`config.mk`:
```
export PLATFORM = sky130hd
export DESIGN_NAME = vtg_top
export DESIGN_NICKNAME = d
export VERILOG_FILES = /design/src/rtl/vtg_pkg.sv /design/src/rtl/vtg_frame_clock.sv /design/src/rtl/vtg_pulse_train.sv /design/src/rtl/vtg_top.sv
export SDC_FILE = /design/constraint.sdc
export NUM_CORES = 1
export LEC_CHECK = 0
export BUFFER_PORTS_ARGS = -buffer_cell sky130_fd_sc_hd__buf_2
export CAP_MARGIN = 20
export CORE_ASPECT_RATIO = 2
export CORE_MARGIN = 5
export CORE_UTILIZATION = 53
export DETAILED_ROUTE_END_ITERATION = 16
export PLACE_DENSITY = 0.73
export SLEW_MARGIN = 0
export SYNTH_ARGS = -nofsm -noshare
export SYNTH_HDL_FRONTEND = slang
export SYNTH_SLANG_ARGS = --single-unit
```
`constraint.sdc`:
```
create_clock -name clk -period 5.3 [get_ports clk]
set_input_delay 0.53 -clock clk [delete_from_list [all_inputs] [get_ports clk]]
set_output_delay 0.53 -clock clk [all_outputs]
set_load 0.05 [all_outputs]
```
`src/rtl/vtg_pkg.sv`:
```
package vtg_pkg;
    typedef enum logic [1:0] {
        PH_IDLE = 2'd0,
        PH_WAIT = 2'd1,
        PH_ON   = 2'd2,
        PH_OFF  = 2'd3
    } phase_e;
endpackage

```
`src/rtl/vtg_frame_clock.sv`:
```
module vtg_frame_clock #(
    parameter int LW = 24,
    localparam int FW = LW + 2
) (
    input  logic          clk,
    input  logic          rst,
    input  logic          en,
    input  logic [LW-1:0] vs_dly,
    input  logic [LW-1:0] vs_on,
    input  logic [LW-1:0] vs_off,
    output logic          origin
);
    typedef struct packed {
        logic          run;
        logic [FW-1:0] left;
    } fc_t;

    fc_t s_d, s_q;
    logic [FW-1:0] total;

    always_comb begin
        total  = FW'(vs_dly) + FW'((vs_on == '0) ? LW'(1) : vs_on)
               + FW'((vs_off == '0) ? LW'(1) : vs_off);
        origin = en && (!s_q.run || s_q.left == '0);
        s_d    = s_q;
        if (!en) begin
            s_d = '0;
        end else if (origin) begin
            s_d.run  = 1'b1;
            s_d.left = total - 1'b1;
        end else begin
            s_d.left = s_q.left - 1'b1;
        end
    end

    always_ff @(posedge clk) begin
        if (rst) s_q <= '0;
        else     s_q <= s_d;
    end

    // between origins the frame countdown steps by exactly one
    assert_frame_step_R2: assert property (@(posedge clk) disable iff (rst)
        (en && s_q.run && !origin) |=> (s_q.left == $past(s_q.left) - 1'b1));
endmodule

```
`src/rtl/vtg_pulse_train.sv`:
```
module vtg_pulse_train
    import vtg_pkg::*;
#(
    parameter int DW = 24,
    parameter int HW = 16,
    parameter int NW = 16,
    localparam int CW = (DW > HW) ? DW : HW
) (
    input  logic          clk,
    input  logic          rst,
    input  logic          clr,
    input  logic          start,
    input  logic [DW-1:0] dly,
    input  logic [HW-1:0] on_len,
    input  logic [HW-1:0] off_len,
    input  logic [NW-1:0] reps,
    output logic          strobe,
    output logic [HW-1:0] pos,
    output logic [NW-1:0] run_idx
);
    typedef struct packed {
        phase_e        ph;
        logic [CW-1:0] cnt;
        logic [NW-1:0] rep;
        logic [DW-1:0] dly_m;
        logic [HW-1:0] on_m;
        logic [HW-1:0] off_m;
        logic [NW-1:0] reps_m;
    } pt_t;

    pt_t s_d, s_q;
    logic [CW-1:0] lim;
    logic          last;
    logic [NW-1:0] rep_nx;

    always_comb begin
        case (s_q.ph)
            PH_WAIT: lim = CW'(s_q.dly_m);
            PH_ON:   lim = CW'(s_q.on_m);
            default: lim = CW'(s_q.off_m);
        endcase
        last   = (s_q.cnt == lim - 1'b1);
        rep_nx = s_q.rep + 1'b1;
        s_d    = s_q;
        if (clr) begin
            s_d = '0;
        end else if (start) begin
            s_d.cnt    = '0;
            s_d.rep    = '0;
            s_d.dly_m  = dly;
            s_d.on_m   = (on_len == '0) ? HW'(1) : on_len;
            s_d.off_m  = (off_len == '0) ? HW'(1) : off_len;
            s_d.reps_m = reps;
            if (reps == '0)     s_d.ph = PH_IDLE;
            else if (dly == '0) s_d.ph = PH_ON;
            else                s_d.ph = PH_WAIT;
        end else begin
            case (s_q.ph)
                PH_WAIT: begin
                    if (last) begin s_d.ph = PH_ON; s_d.cnt = '0; end
                    else s_d.cnt = s_q.cnt + 1'b1;
                end
                PH_ON: begin
                    if (last) begin s_d.ph = PH_OFF; s_d.cnt = '0; end
                    else s_d.cnt = s_q.cnt + 1'b1;
                end
                PH_OFF: begin
                    if (last) begin
                        s_d.cnt = '0;
                        s_d.rep = rep_nx;
                        s_d.ph  = (rep_nx == s_q.reps_m) ? PH_IDLE : PH_ON;
                    end else begin
                        s_d.cnt = s_q.cnt + 1'b1;
                    end
                end
                default: s_d.ph = PH_IDLE;
            endcase
        end
        strobe  = (s_q.ph == PH_ON);
        pos     = strobe ? s_q.cnt[HW-1:0] : '0;
        run_idx = strobe ? s_q.rep : '0;
    end

    always_ff @(posedge clk) begin
        if (rst) s_q <= '0;
        else     s_q <= s_d;
    end

    // an active train never runs with a zero-length phase
    assert_len_nonzero_R6: assert property (@(posedge clk) disable iff (rst)
        (s_q.ph != PH_IDLE) |-> (s_q.on_m != '0 && s_q.off_m != '0));
    // the position counter stays inside the high phase
    assert_on_bound_R4: assert property (@(posedge clk) disable iff (rst)
        (s_q.ph == PH_ON) |-> (s_q.cnt < CW'(s_q.on_m)));
endmodule

```
`src/rtl/vtg_top.sv`:
```
module vtg_top #(
    parameter int LW = 24,
    parameter int SW = 16
) (
    input  logic          clk,
    input  logic          rst,
    input  logic          en,
    input  logic [LW-1:0] vs_dly,
    input  logic [LW-1:0] vs_on,
    input  logic [LW-1:0] vs_off,
    input  logic [LW-1:0] hs_dly,
    input  logic [SW-1:0] hs_on,
    input  logic [SW-1:0] hs_off,
    input  logic [SW-1:0] hs_reps,
    input  logic [LW-1:0] de_dly,
    input  logic [SW-1:0] de_on,
    input  logic [SW-1:0] de_off,
    input  logic [SW-1:0] de_reps,
    output logic          vs_o,
    output logic          hs_o,
    output logic          de_o,
    output logic [SW-1:0] pix_x,
    output logic [SW-1:0] line_y
);
    localparam int HDW = LW + 1;

    logic           origin;
    logic           clr;
    logic [HDW-1:0] hs_abs_dly;
    logic [LW-1:0]  vs_pos;
    logic [0:0]     vs_idx;
    logic [SW-1:0]  hs_pos;
    logic [SW-1:0]  hs_idx;

    assign clr        = !en;
    assign hs_abs_dly = HDW'(vs_dly) + HDW'(hs_dly);

    vtg_frame_clock #(.LW(LW)) u_frame (
        .clk(clk), .rst(rst), .en(en),
        .vs_dly(vs_dly), .vs_on(vs_on), .vs_off(vs_off),
        .origin(origin)
    );

    vtg_pulse_train #(.DW(LW), .HW(LW), .NW(1)) u_vs (
        .clk(clk), .rst(rst), .clr(clr), .start(origin),
        .dly(vs_dly), .on_len(vs_on), .off_len(vs_off), .reps(1'b1),
        .strobe(vs_o), .pos(vs_pos), .run_idx(vs_idx)
    );

    vtg_pulse_train #(.DW(HDW), .HW(SW), .NW(SW)) u_hs (
        .clk(clk), .rst(rst), .clr(clr), .start(origin),
        .dly(hs_abs_dly), .on_len(hs_on), .off_len(hs_off), .reps(hs_reps),
        .strobe(hs_o), .pos(hs_pos), .run_idx(hs_idx)
    );

    vtg_pulse_train #(.DW(LW), .HW(SW), .NW(SW)) u_de (
        .clk(clk), .rst(rst), .clr(clr), .start(origin),
        .dly(de_dly), .on_len(de_on), .off_len(de_off), .reps(de_reps),
        .strobe(de_o), .pos(pix_x), .run_idx(line_y)
    );

    // a low enable leaves every strobe low one edge later
    assert_idle_low_R1: assert property (@(posedge clk) disable iff (rst)
        !en |=> (!vs_o && !hs_o && !de_o && pix_x == '0 && line_y == '0));
    // pixel index advances by one inside an active run
    assert_pix_step_R8: assert property (@(posedge clk) disable iff (rst)
        (de_o && $past(de_o) && !$past(origin)) |-> (pix_x == SW'($past(pix_x) + 1'b1)));
    // line index holds for the whole active run
    assert_line_hold_R9: assert property (@(posedge clk) disable iff (rst)
        (de_o && $past(de_o) && !$past(origin)) |-> $stable(line_y));
    // indices of the sync trains read zero whenever their strobe is low
    assert_sync_idx_R3: assert property (@(posedge clk) disable iff (rst)
        (!vs_o |-> (vs_pos == '0 && vs_idx == '0)) and (!hs_o |-> (hs_pos == '0 && hs_idx == '0)));
endmodule

```
==> metrics.yaml <==
run_status:
  status: "complete, no violations"
synth:
  synth_flop_cell: "dfxtp_1"
  synth_compound_area_share_pct: 16.73
  synth.top_cell.area_share_pct: 30.69
  yosysSeqAreaShare_pct: 30.69
  yosysMostFrequentCell: "nand2_1"
  synth_top_family_by_area: "simple AND/OR/NAND/NOR gates"
  synthAdderAreaFrac_pct: 7.436
  async_flop_share_pct: 0
  syn-mean-instance-area_um2: 7.687
  synthMuxAreaShare_pct: 2.586
  synth_seq_cells: 356
  yosys.area.top_type: "dfxtp_1"
  syn-num-nets: 3363
  syn_area_mm2: 0.02322
  synthTopCellsByCount: "nand2_1, dfxtp_1, a21oi_1, nor2_1, inv_1"
  synth-xor-area-share_pct: 10.76
  synthCells: 3021
  synth.distinct_cells: 90
  synth-simple-area-share_pct: 26.41
  yosys_warnings: 0
  synth_edf_count: 0
  synth.area.top_cells: "dfxtp_1, nand2_1, a21oi_1"
timing:
  fmax_ghz: 0.1988
  finalSetupViolCount: 0
  rsz0062_at_grt: "false"
  slew_headroom_pct: 24.18
  period_share_pct: 94.90
  setup-tns-final_ns: 0
  hold_viol: 0
  period_minus_slack_ns: 5.030
  fin_ws_ns: 0.2701
  skew_ns: 0.02219
  timing.final.max_slew_violations: 0
  worst_slew_pin_slew_ns: 1.137
detailed_routing:
  route.detailed.drc: 0
  viasPerCell: 5.966
  vias: 22738
  dr.pass1.iters: 5
  ant_nets: 0
  finalWirelength_um: 81570
  drt_iter0_drc: 1436
  wire_per_inst_um: 21.40
global_routing:
  grt_overflow: 0
  grt_usage_pct: 32.60
  grt_pass1_wl_um: 124400
  antenna_found_initial: 11
  grt_pass1_vias: 22989
  grt_max_degree: 211
clock_tree:
  htreeDepth: 2
  cts_setup_buffers: 0
  cts-root-buf: "clkbuf_16"
  ctsHoldBuffers: 0
  clock_latency_ns: 0.55
  clk_path_buf_depth: 3
  cts.clk_slew.worst_paths_ns: 0.06
  cts_tree: "done"
  clock-sinks: 356
  ctsResizeCount: 0
  numCtsBuffers: 36
floorplanning:
  coreArea_mm2: 0.04338
  die_x_um: 158.0
  start_util_pct: 53.53
  die_h_um: 306.0
  rows: 108
  boundaryPins: 254
  dieArea_mm2: 0.04835
worst_setup_path:
  critPathCapture: "u_de.s_q[87]$_SDFFE_PP0P_"
  rr_endpoint: "u_de.s_q[87]$_SDFFE_PP0P_"
  worstSetupPathType: "reg2reg"
  cp_max_fo: 9
  r2r_start: "u_de.s_q[113]$_SDFFE_PP0P_"
  cp_top_family: "simple AND/OR/NAND/NOR gates"
  ff2ff_setup_slack_ns: 0.27
  cp-end-kind: "flip-flop"
  slowest_stage: "a211oi_1"
  worstSetupStartpoint: "u_de.s_q[113]$_SDFFE_PP0P_"
  crit_buf_inv: 2
  cp-start-kind: "flip-flop"
  cp.required_ns: 5.77
  path_cells: "inv_1 -> ha_1 -> buf_4 -> mux2i_1 -> and4_1 -> nand2_1 -> o311a_1 -> a211oi_1 -> o22ai_1 -> nor4_4 -> nand2_2 -> or4_1 -> a21oi_1"
  crit_path_max_incr_delay_ns: 0.66
  worstRegToRegCells: 13
  crit_cells: 13
  cp.arrival_ns: 5.50
hold_path:
  min_path_type: "in2reg"
  whs_path_depth: 3
placement:
  dpl_worst_slack_ns: 0.1255
  gp_congestion: 1.027
  placed_cell_area_mm2: 0.02512
  place_hpwl_um: 64510
  port_buffers: 253
finish:
  fin_area_mm2: 0.02638
  nNetsFinal: 3569
  fill_cells: 4045
  syn_to_final_growth_pct: 13.59
  drive_above_1_share_pct: 13.47
power:
  power.density_mw_per_mm2: 297.6
  leakage_nw: 10.95
  irDropWorstVdd_v: 0.0003226
  power_mw: 7.850
flow_run:
  maxCapViolations: 0
[layout by cell type (no fill, tap or decap), types with 8 or more instances in the layout]
| cell type | n |
|---|---|
| o22ai_1 | 9 |
| or4_1 | 20 |
| nor2_1 | 235 |
| clkbuf_16 | 37 |
| inv_1 | 158 |
| buf_2 | 254 |
| a22oi_1 | 16 |
| o31ai_1 | 15 |
| nor3_1 | 68 |
| o21a_1 | 10 |
| o21bai_1 | 9 |
| a21oi_1 | 310 |
| and2_1 | 52 |
| mux2i_1 | 50 |
| nor2b_1 | 20 |
| dfxtp_1 | 356 |
| a211oi_1 | 37 |
| o211ai_1 | 12 |
| ha_1 | 98 |
| nor4_1 | 71 |
| nand2_1 | 504 |
| buf_4 | 69 |
| diode_2 | 9 |
| nand4_1 | 43 |
| fa_1 | 25 |
| nand3b_1 | 8 |
| nor3b_1 | 9 |
| nand3_1 | 90 |
| xor2_1 | 125 |
| a31oi_1 | 21 |
| or2_2 | 8 |
| and3_1 | 42 |
| o21ai_0 | 49 |
| a21o_1 | 25 |
| a22o_1 | 46 |
| xnor2_1 | 155 |
| or3_1 | 31 |
| and4_1 | 14 |
[power by group]
part	switching [mW]	internal, mW
logic	1.38	0.874
clock network	1.14	1.58
registers	0.0921	2.79
[cell families (layout without fill, tap and decap cells)]
family / count (synthesis) / count (layout)
and+or+nand+nor: 1267 / 1267
AOI/OAI and AO/OA: 620 / 620
DFF: 356 / 356
buffers and inverters: 316 / 547
xor gates and xnor gates: 282 / 282
adders and majority gates: 123 / 123
muxes: 57 / 57
other: 0 / 9
[per-layer routing]
metal	routed length [um]	vias up	track usage, %
li1	-	10919	-
met1	27670	10689	32.08
met2	41700	810	59.32
met3	4367	316	5.109
met4	7812	4	25.22
met5	15	-	0
[area by class of cell]
| cell class | instances | area, um2 | area share, % |
|---|---|---|---|
| well taps | 550 | 688.2 | 2.609 |
| repair buffers | 326 | 1849 | 7.011 |
| clock buffers | 51 | 1049 | 3.975 |
| diodes | 9 | 22.52 | 0.08539 |
| clock inverters | 12 | 171.4 | 0.6499 |
| inverters | 158 | 593.1 | 2.248 |
| flip-flops and latches | 356 | 7127 | 27.02 |
| multi-input cells | 2349 | 14880 | 56.40 |
[worst register-to-register path, stage by stage (launching register included)]
cell      delay [ns]
dfxtp_1         0.43
inv_1           0.11
ha_1            0.63
buf_4           0.29
mux2i_1         0.49
and4_1          0.42
nand2_1         0.22
o311a_1         0.34
a211oi_1        0.66
o22ai_1         0.22
nor4_4          0.39
nand2_2         0.10
or4_1           0.52
a21oi_1         0.15
[metrics by stage]
step                util (%)  instances  hold WS, ns
global placement       57.92       3737       0.4365
CTS                    60.73       3800       0.2229
floorplan                  -       3021       0.4273
global route           60.79       3808       0.2350
finish                 60.81       3811       0.2421
detailed placement     57.92       3737       0.4433
[flip-flops by register name (all words and copies together), names as in the netlist]
register,cells
u_hs.s_q,116
u_de.s_q,114
u_frame.s_q,26
u_vs.s_q,100
[worst min-delay path by stage]
stage	start	endpoint	slack [ns]
after floorplan	u_de.s_q[21]$_SDFFE_PP0P_	u_de.s_q[21]$_SDFFE_PP0P_	0.43
after global placement	u_de.s_q[21]$_SDFFE_PP0P_	u_de.s_q[21]$_SDFFE_PP0P_	0.44
after detailed placement	u_de.s_q[21]$_SDFFE_PP0P_	u_de.s_q[21]$_SDFFE_PP0P_	0.44
after CTS	de_reps[9]	u_de.s_q[9]$_SDFFE_PP0P_	0.22
after global routing	de_reps[9]	u_de.s_q[9]$_SDFFE_PP0P_	0.24
final	hs_reps[3]	u_hs.s_q[3]$_SDFFE_PP0P_	0.24
Power figures use the tool's default switching activity.
